### src/rtl/cfh_irq_pkg.sv
package cfh_irq_pkg;
    localparam int LST_W = 12;
    localparam int GL_W  = 2;

    // local status / enable bit positions
    localparam int B_DET  = 0;
    localparam int B_SCHG = 1;
    localparam int B_MEM  = 2;
    localparam int B_IO   = 3;
    localparam int B_IDE  = 8;
    localparam int B_XERR = 9;
    localparam int B_BUF  = 10;
    localparam int B_DONE = 11;
    localparam logic [LST_W-1:0] LST_IMPL = 12'hF0F;

    // interface status bit positions
    localparam int IF_PRES  = 0;
    localparam int IF_CD1   = 2;
    localparam int IF_CD2   = 3;
    localparam int IF_RDY   = 5;
    localparam int IF_IORDY = 6;

    // global bits
    localparam int G_CARD = 0;
    localparam int G_SIB  = 1;

    typedef enum logic [2:0] {
        RA_IFSTAT = 3'd0,
        RA_LSTAT  = 3'd1,
        RA_LEN    = 3'd2,
        RA_GSTAT  = 3'd3,
        RA_GSEN   = 3'd4,
        RA_GSIG   = 3'd5
    } reg_addr_e;
endpackage

### src/rtl/cfh_pin_sync.sv
module cfh_pin_sync #(
    parameter int N = 4,
    parameter int STAGES = 2,
    parameter logic [N-1:0] RST_VAL = '0
) (
    input  logic         clk,
    input  logic         rst_n,
    input  logic [N-1:0] din,
    output logic [N-1:0] dout
);
    logic [STAGES-1:0][N-1:0] chain_d, chain_q;

    assign chain_d[0] = din;
    genvar g;
    generate
        for (g = 1; g < STAGES; g++) begin : g_stage
            assign chain_d[g] = chain_q[g-1];
        end
    endgenerate

    always_ff @(posedge clk or negedge rst_n) begin
        if (!rst_n) chain_q <= {STAGES{RST_VAL}};
        else        chain_q <= chain_d;
    end

    assign dout = chain_q[STAGES-1];
endmodule

### src/rtl/cfh_card_sense.sv
module cfh_card_sense #(
    parameter int STAGES = 2
) (
    input  logic clk,
    input  logic rst_n,
    input  logic cd1_n,
    input  logic cd2_n,
    input  logic card_rdy,
    input  logic io_rdy,
    output logic cd1_s,
    output logic cd2_s,
    output logic rdy_s,
    output logic iordy_s,
    output logic present,
    output logic det_evt
);
    typedef struct packed {
        logic present;
    } cs_state_t;

    cs_state_t st_d, st_q;
    logic [3:0] pins_s;

    cfh_pin_sync #(.N(4), .STAGES(STAGES), .RST_VAL(4'b0011)) u_sync (
        .clk  (clk),
        .rst_n(rst_n),
        .din  ({io_rdy, card_rdy, cd2_n, cd1_n}),
        .dout (pins_s)
    );

    assign cd1_s   = pins_s[0];
    assign cd2_s   = pins_s[1];
    assign rdy_s   = pins_s[2];
    assign iordy_s = pins_s[3];

    always_comb begin
        st_d = st_q;
        st_d.present = !cd1_s && !cd2_s;
        det_evt = (st_d.present != st_q.present);
    end

    always_ff @(posedge clk or negedge rst_n) begin
        if (!rst_n) st_q <= '0;
        else        st_q <= st_d;
    end

    assign present = st_q.present;

    // presence only follows a cycle where both synced pins were low
    p_present_pins_r8: assert property (@(posedge clk) disable iff (!rst_n)
        present |-> $past(!cd1_s && !cd2_s));
endmodule

### src/rtl/cfh_local_tier.sv
module cfh_local_tier #(
    parameter int W = 12,
    parameter logic [W-1:0] IMPL = '1
) (
    input  logic         clk,
    input  logic         rst_n,
    input  logic [W-1:0] set_i,
    input  logic         wr_stat,
    input  logic         wr_en,
    input  logic [W-1:0] wdata,
    output logic [W-1:0] stat_o,
    output logic [W-1:0] en_o,
    output logic         pend_o
);
    typedef struct packed {
        logic [W-1:0] stat;
        logic [W-1:0] en;
    } lt_state_t;

    lt_state_t st_d, st_q;
    logic [W-1:0] clr_v;

    always_comb begin
        st_d  = st_q;
        clr_v = wr_stat ? wdata : '0;
        st_d.stat = ((st_q.stat & ~clr_v) | set_i) & IMPL;
        if (wr_en) st_d.en = wdata & IMPL;
    end

    always_ff @(posedge clk or negedge rst_n) begin
        if (!rst_n) st_q <= '0;
        else        st_q <= st_d;
    end

    assign stat_o = st_q.stat;
    assign en_o   = st_q.en;
    assign pend_o = |(st_q.stat & st_q.en);

    // a written one without a concurrent event leaves the bit clear
    p_w1c_r2: assert property (@(posedge clk) disable iff (!rst_n)
        1'b1 |=> ((st_q.stat & $past(clr_v & ~set_i & IMPL)) == '0));
    // an event sets its bit even against a same-edge clear
    p_set_wins_r3: assert property (@(posedge clk) disable iff (!rst_n)
        1'b1 |=> ((st_q.stat & $past(set_i & IMPL)) == $past(set_i & IMPL)));
endmodule

### src/rtl/cfh_global_tier.sv
module cfh_global_tier #(
    parameter int G = 2
) (
    input  logic         clk,
    input  logic         rst_n,
    input  logic [G-1:0] set_i,
    input  logic         wr_stat,
    input  logic         wr_sen,
    input  logic         wr_sig,
    input  logic [G-1:0] wdata,
    output logic [G-1:0] stat_o,
    output logic [G-1:0] sen_o,
    output logic [G-1:0] sig_o,
    output logic         irq_o
);
    typedef struct packed {
        logic [G-1:0] stat;
        logic [G-1:0] sen;
        logic [G-1:0] sig;
    } gt_state_t;

    gt_state_t st_d, st_q;
    logic [G-1:0] clr_v;

    always_comb begin
        st_d  = st_q;
        clr_v = wr_stat ? wdata : '0;
        st_d.stat = (st_q.stat & ~clr_v) | set_i;
        if (wr_sen) st_d.sen = wdata;
        if (wr_sig) st_d.sig = wdata;
    end

    always_ff @(posedge clk or negedge rst_n) begin
        if (!rst_n) st_q <= '0;
        else        st_q <= st_d;
    end

    assign stat_o = st_q.stat;
    assign sen_o  = st_q.sen;
    assign sig_o  = st_q.sig;
    assign irq_o  = |(st_q.stat & st_q.sen & st_q.sig);

    // set beats clear on global bits
    p_gset_wins_r3: assert property (@(posedge clk) disable iff (!rst_n)
        1'b1 |=> ((st_q.stat & $past(set_i)) == $past(set_i)));
    // written one clears when nothing sets it
    p_gw1c_r6: assert property (@(posedge clk) disable iff (!rst_n)
        1'b1 |=> ((st_q.stat & $past(clr_v & ~set_i)) == '0));
endmodule

### src/rtl/cfh_irq_aggregator.sv
module cfh_irq_aggregator
    import cfh_irq_pkg::*;
#(
    parameter int DATA_W = 32,
    parameter int ADDR_W = 3,
    parameter int SYNC_STAGES = 2
) (
    input  logic              clk,
    input  logic              rst_n,
    input  logic [ADDR_W-1:0] reg_addr,
    input  logic              reg_we,
    input  logic [DATA_W-1:0] reg_wdata,
    output logic [DATA_W-1:0] reg_rdata,
    input  logic              ev_xfer_err,
    input  logic              ev_buf_avail,
    input  logic              ev_xfer_done,
    input  logic              ev_stat_chg,
    input  logic              ev_mem_mode,
    input  logic              ev_io_mode,
    input  logic              ev_ide_mode,
    input  logic              sib_evt,
    input  logic              cd1_n,
    input  logic              cd2_n,
    input  logic              card_rdy,
    input  logic              io_rdy,
    output logic              irq_o
);
    localparam int LW = LST_W;
    localparam int GW = GL_W;

    logic cd1_s, cd2_s, rdy_s, iordy_s, present, det_evt;
    logic [LW-1:0] l_set, l_stat, l_en;
    logic l_pend;
    logic [GW-1:0] g_set, g_stat, g_sen, g_sig;
    logic wr_lstat, wr_len, wr_gstat, wr_gsen, wr_gsig;

    cfh_card_sense #(.STAGES(SYNC_STAGES)) u_sense (
        .clk     (clk),
        .rst_n   (rst_n),
        .cd1_n   (cd1_n),
        .cd2_n   (cd2_n),
        .card_rdy(card_rdy),
        .io_rdy  (io_rdy),
        .cd1_s   (cd1_s),
        .cd2_s   (cd2_s),
        .rdy_s   (rdy_s),
        .iordy_s (iordy_s),
        .present (present),
        .det_evt (det_evt)
    );

    always_comb begin
        wr_lstat = reg_we && (reg_addr == ADDR_W'(RA_LSTAT));
        wr_len   = reg_we && (reg_addr == ADDR_W'(RA_LEN));
        wr_gstat = reg_we && (reg_addr == ADDR_W'(RA_GSTAT));
        wr_gsen  = reg_we && (reg_addr == ADDR_W'(RA_GSEN));
        wr_gsig  = reg_we && (reg_addr == ADDR_W'(RA_GSIG));

        l_set = '0;
        l_set[B_DET]  = det_evt;
        l_set[B_SCHG] = ev_stat_chg;
        l_set[B_MEM]  = ev_mem_mode;
        l_set[B_IO]   = ev_io_mode;
        l_set[B_IDE]  = ev_ide_mode;
        l_set[B_XERR] = ev_xfer_err;
        l_set[B_BUF]  = ev_buf_avail;
        l_set[B_DONE] = ev_xfer_done;

        g_set = '0;
        g_set[G_CARD] = l_pend;
        g_set[G_SIB]  = sib_evt;
    end

    cfh_local_tier #(.W(LW), .IMPL(LST_IMPL)) u_local (
        .clk    (clk),
        .rst_n  (rst_n),
        .set_i  (l_set),
        .wr_stat(wr_lstat),
        .wr_en  (wr_len),
        .wdata  (reg_wdata[LW-1:0]),
        .stat_o (l_stat),
        .en_o   (l_en),
        .pend_o (l_pend)
    );

    cfh_global_tier #(.G(GW)) u_global (
        .clk    (clk),
        .rst_n  (rst_n),
        .set_i  (g_set),
        .wr_stat(wr_gstat),
        .wr_sen (wr_gsen),
        .wr_sig (wr_gsig),
        .wdata  (reg_wdata[GW-1:0]),
        .stat_o (g_stat),
        .sen_o  (g_sen),
        .sig_o  (g_sig),
        .irq_o  (irq_o)
    );

    always_comb begin
        reg_rdata = '0;
        case (reg_addr)
            ADDR_W'(RA_IFSTAT): begin
                reg_rdata[IF_PRES]  = present;
                reg_rdata[IF_CD1]   = cd1_s;
                reg_rdata[IF_CD2]   = cd2_s;
                reg_rdata[IF_RDY]   = rdy_s;
                reg_rdata[IF_IORDY] = iordy_s;
            end
            ADDR_W'(RA_LSTAT): reg_rdata[LW-1:0] = l_stat;
            ADDR_W'(RA_LEN):   reg_rdata[LW-1:0] = l_en;
            ADDR_W'(RA_GSTAT): reg_rdata[GW-1:0] = g_stat;
            ADDR_W'(RA_GSEN):  reg_rdata[GW-1:0] = g_sen;
            ADDR_W'(RA_GSIG):  reg_rdata[GW-1:0] = g_sig;
            default:           reg_rdata = '0;
        endcase
    end

    // global card bit only rises after an enabled local bit was pending
    p_global_from_local_r5: assert property (@(posedge clk) disable iff (!rst_n)
        $rose(g_stat[G_CARD]) |-> $past(|(l_stat & l_en)));
    // a presence change lands in local detect bit
    p_detect_r8: assert property (@(posedge clk) disable iff (!rst_n)
        det_evt |=> l_stat[B_DET]);
    // no signal-enable means no interrupt
    p_irq_masked_r7: assert property (@(posedge clk) disable iff (!rst_n)
        (g_sig == '0) |-> !irq_o);
    // quiet interrupt line straight after reset
    p_reset_quiet_r10: assert property (@(posedge clk) disable iff (!rst_n)
        $rose(rst_n) |-> !irq_o);
endmodule

### config.mk
export PLATFORM = sky130hd
export DESIGN_NAME = cfh_irq_aggregator
export DESIGN_NICKNAME = d
export VERILOG_FILES = /design/src/rtl/cfh_irq_pkg.sv /design/src/rtl/cfh_pin_sync.sv /design/src/rtl/cfh_card_sense.sv /design/src/rtl/cfh_local_tier.sv /design/src/rtl/cfh_global_tier.sv /design/src/rtl/cfh_irq_aggregator.sv
export SDC_FILE = /design/constraint.sdc
export NUM_CORES = 1
export LEC_CHECK = 0
export BUFFER_PORTS_ARGS = -buffer_cell sky130_fd_sc_hd__buf_2
export CAP_MARGIN = 20
export CORE_MARGIN = 2
export CORE_UTILIZATION = 35
export CTS_BUF_LIST = sky130_fd_sc_hd__clkbuf_8
export DETAILED_ROUTE_END_ITERATION = 10
export SYNTH_ARGS = -nofsm -noshare
export SYNTH_HDL_FRONTEND = slang
export SYNTH_SLANG_ARGS = --single-unit
### constraint.sdc
create_clock -name clk -period 2.6 [get_ports clk]
set_input_delay 0.39 -clock clk [delete_from_list [all_inputs] [get_ports clk]]
set_output_delay 0.39 -clock clk [all_outputs]
set_load 0.1 [all_outputs]
==> results.json <==
{
  "cts_setup_buffers": 0,
  "synth_top_cell_area_share_pct": 43.1,
  "first_iter_violations": 23,
  "synth.cell_area_um2": 1570,
  "fp-row-count": 24,
  "via_per_inst": 4.68,
  "tns_ns": 0,
  "synth_area_leaders": "dfrtp_1 43%, buf_4 11%, mux2_2 10%, dfstp_2 6.7%, a21o_1 4.8%",
  "rsz0062_at_grt": "no",
  "period_needed_ns": 2.12,
  "fillerInstances": 429,
  "dieWidth_um": 70.9,
  "io_pins": 83,
  "cts_inserted_buffers": 5,
  "slew_viol_final": 0,
  "grt_pass1_vias": 1069,
  "avgSynthCellArea_um2": 11.6,
  "worst-path-buf-inv": 2,
  "grt_antenna_before_repair": 0,
  "overflow": 0,
  "crit-reg2reg-capture": "u_global.stat_o[0]",
  "outcome": "finished clean",
  "crit_arrival_ns": 1.73,
  "port_buffers": 36,
  "final_util_pct": 41.7,
  "synth-async-reset-ratio_pct": 100,
  "path_class": "input pin to output pin",
  "crit_required_ns": 2.21,
  "num_antenna_cells": 0,
  "setup_viol": 0,
  "synthTopCellsByCount": "27 x dfrtp_1, 23 x buf_4, 14 x mux2_2",
  "synth.most_common_cell": "dfrtp_1",
  "cts_hold_buf": 0,
  "critPathMaxStageDelay_ns": 0.43,
  "startpoint": "reg_addr[1]",
  "worst-path-stages": 5,
  "cp_cell_sequence": "buf_2 -> nor2b_1 -> a22oi_1 -> nor2_2 -> buf_2",
  "firstDrtPassIters": 4,
  "r2r-start": "u_local.en_o[2]",
  "worstMarginPinSlew_ns": 0.666,
  "drc_errors": 0,
  "final_hold_viol_count": 0,
  "drive_above_1_share_pct": 40.2,
  "ff2ff_setup_slack_ns": 1.58,
  "drt_wl_total_mm": 3.00,
  "nets": 223,
  "fmax_mhz": 471,
  "cts_buffer_depth": 2,
  "clkLatencyLatePin_ns": 0.28,
  "synthCells": 135,
  "vias": 1058,
  "core-area_um2": 4320,
  "yosys.cell_types.count": 28,
  "start_kind": "input pin",
  "place_congestion": 0.720,
  "cts_max_level": 2,
  "clock-sinks": 31,
  "reg2regPathDepth": 3,
  "cts_resized": 0,
  "synth_edf_count": 0,
  "wl_per_cell_um": 13.3,
  "crit_path_end": "reg_rdata[10]",
  "cp_common_cell": "buf_2",
  "critPathTopFamily": "buffers and inverters",
  "clk_pin_slew_ns": 0.06,
  "crit_fanout": 13,
  "slew_headroom_pct": 55.6,
  "ys_seq_area_share_pct": 49.8,
  "finalCritPeriodShare_pct": 81.7,
  "skew_ns": 0.00656,
  "synthFlopType": "dfrtp_1",
  "yosys_warnings": 0,
  "grt_util_all_layers_pct": 13.1,
  "crit_slowest_cell": "nor2b_1",
  "synth-seq-cells": 31,
  "leakage_nw": 0.825,
  "cp-end-kind": "output pin",
  "grt_max_degree": 32,
  "p_per_area_nw_per_um2": 767,
  "cts_root_buf": "clkbuf_8",
  "hold_class": "input pin to async pin",
  "dp_hpwl_mm": 2.23,
  "cts_tree": "yes",
  "start_util_pct": 36.2,
  "synth_top_area_cell": "dfrtp_1",
  "die_h_um": 70.9,
  "drtAntennaViolNets": 0,
  "vdd_drop_max_mv": 0.432,
  "drv_cap": 0,
  "die_area_um2": 5030,
  "grt_pass1_wl_mm": 5.06,
  "area_growth_pct": 15.0
}
-- area by class of cell --
| type | count | area, um^2 | share of cell area (%) |
|---|---|---|---|
| Clock inverter | 2 | 8.76 | 0.486 |
| Multi-Input combinational cell | 98 | 677 | 37.6 |
| Clock buffer | 6 | 82.6 | 4.58 |
| Sequential cell | 31 | 781 | 43.3 |
| Tap cell | 52 | 65.1 | 3.61 |
| Timing Repair Buffer | 37 | 188 | 10.4 |
-- power breakdown --
part / total (mW) / switching [mW] / internal (mW)
sequential: 0.574 / 0.0365 / 0.537
combinational: 0.431 / 0.335 / 0.0958
clock: 0.377 / 0.168 / 0.209
-- cell usage in the layout, fill, tap and decap left out --
master,count
clkbuf_8,6
dfrtp_1,27
a2bb2oi_1,2
nor2_1,5
and2b_1,1
and4bb_2,2
nand4b_1,1
xor2_1,1
nor2_2,4
a221oi_1,1
nor3_1,1
inv_1,1
nand3_1,2
nor2b_1,1
mux4_2,1
o21a_1,1
dfstp_2,4
buf_2,36
and4b_1,1
a21o_1,10
a22oi_1,8
buf_4,1
nand4_1,1
mux2_2,14
clkinv_2,1
and2_1,2
nand2_1,12
conb_1,22
nor3_4,1
mux2i_1,4
-- sequential cells by signal, indices dropped and copies added, names as in the netlist --
| signal | flops |
|---|---|
| u_global.stat_o | 2 |
| u_sense.u_sync.dout | 4 |
| u_sense.present | 1 |
| u_global.sig_o | 2 |
| u_global.sen_o | 2 |
| u_sense.u_sync.chain_d | 4 |
| u_local.en_o | 8 |
| u_local.stat_o | 8 |
-- routing by layer --
layer	routed length [um]	up-vias	GRT usage, %
li1	-	504	-
met1	1270	488	16.7
met2	1410	58	20.0
met3	242	8	3.99
met4	83	0	6.92
met5	0	-	0
-- logic make-up (layout without fill, tap and decap cells) --
group / Yosys count / in the layout / share of synthesized area [%]
compound gates: 22 / 22 / 10.8
xor+xnor: 1 / 1 / 0.559
simple gates: 34 / 34 / 11.9
flops: 31 / 31 / 49.8
other cells: 1 / 22 / 0.239
mux: 19 / 19 / 14.1
buf+inv: 27 / 45 / 12.6
-- worst min path at each step --
stage | endpoint | slack (ns) | from | cells past startpoint
finish | u_local.en_o[8] | 0.13 | rst_n | 1
global route | u_sense.u_sync.chain_d[6] | 0.18 | rst_n | 1
CTS | u_local.en_o[8] | 0.15 | rst_n | 1
detailed placement | u_sense.u_sync.dout[3] | 0.34 | u_sense.u_sync.chain_d[7] | 0
global placement | u_sense.u_sync.dout[3] | 0.33 | u_sense.u_sync.chain_d[7] | 0
floorplan | u_global.sen_o[0] | 0.09 | rst_n | 0
-- metrics by stage --
stage / hold slack [ns] / instances / instance area, um^2 / power, mW / setup WS, ns
after floorplan: 0.0944 / 156 / 1660 / 0.968 / 0.00563
after global placement: 0.333 / 218 / 1710 / 1.01 / 0.490
after detailed placement: 0.337 / 218 / 1710 / 1.02 / 0.474
after CTS: 0.151 / 226 / 1800 / 1.40 / 0.485
after global routing: 0.180 / 226 / 1800 / 1.45 / 0.396
final: 0.134 / 226 / 1800 / 1.38 / 0.475
Note: power is estimated with default switching activity, not from simulation.
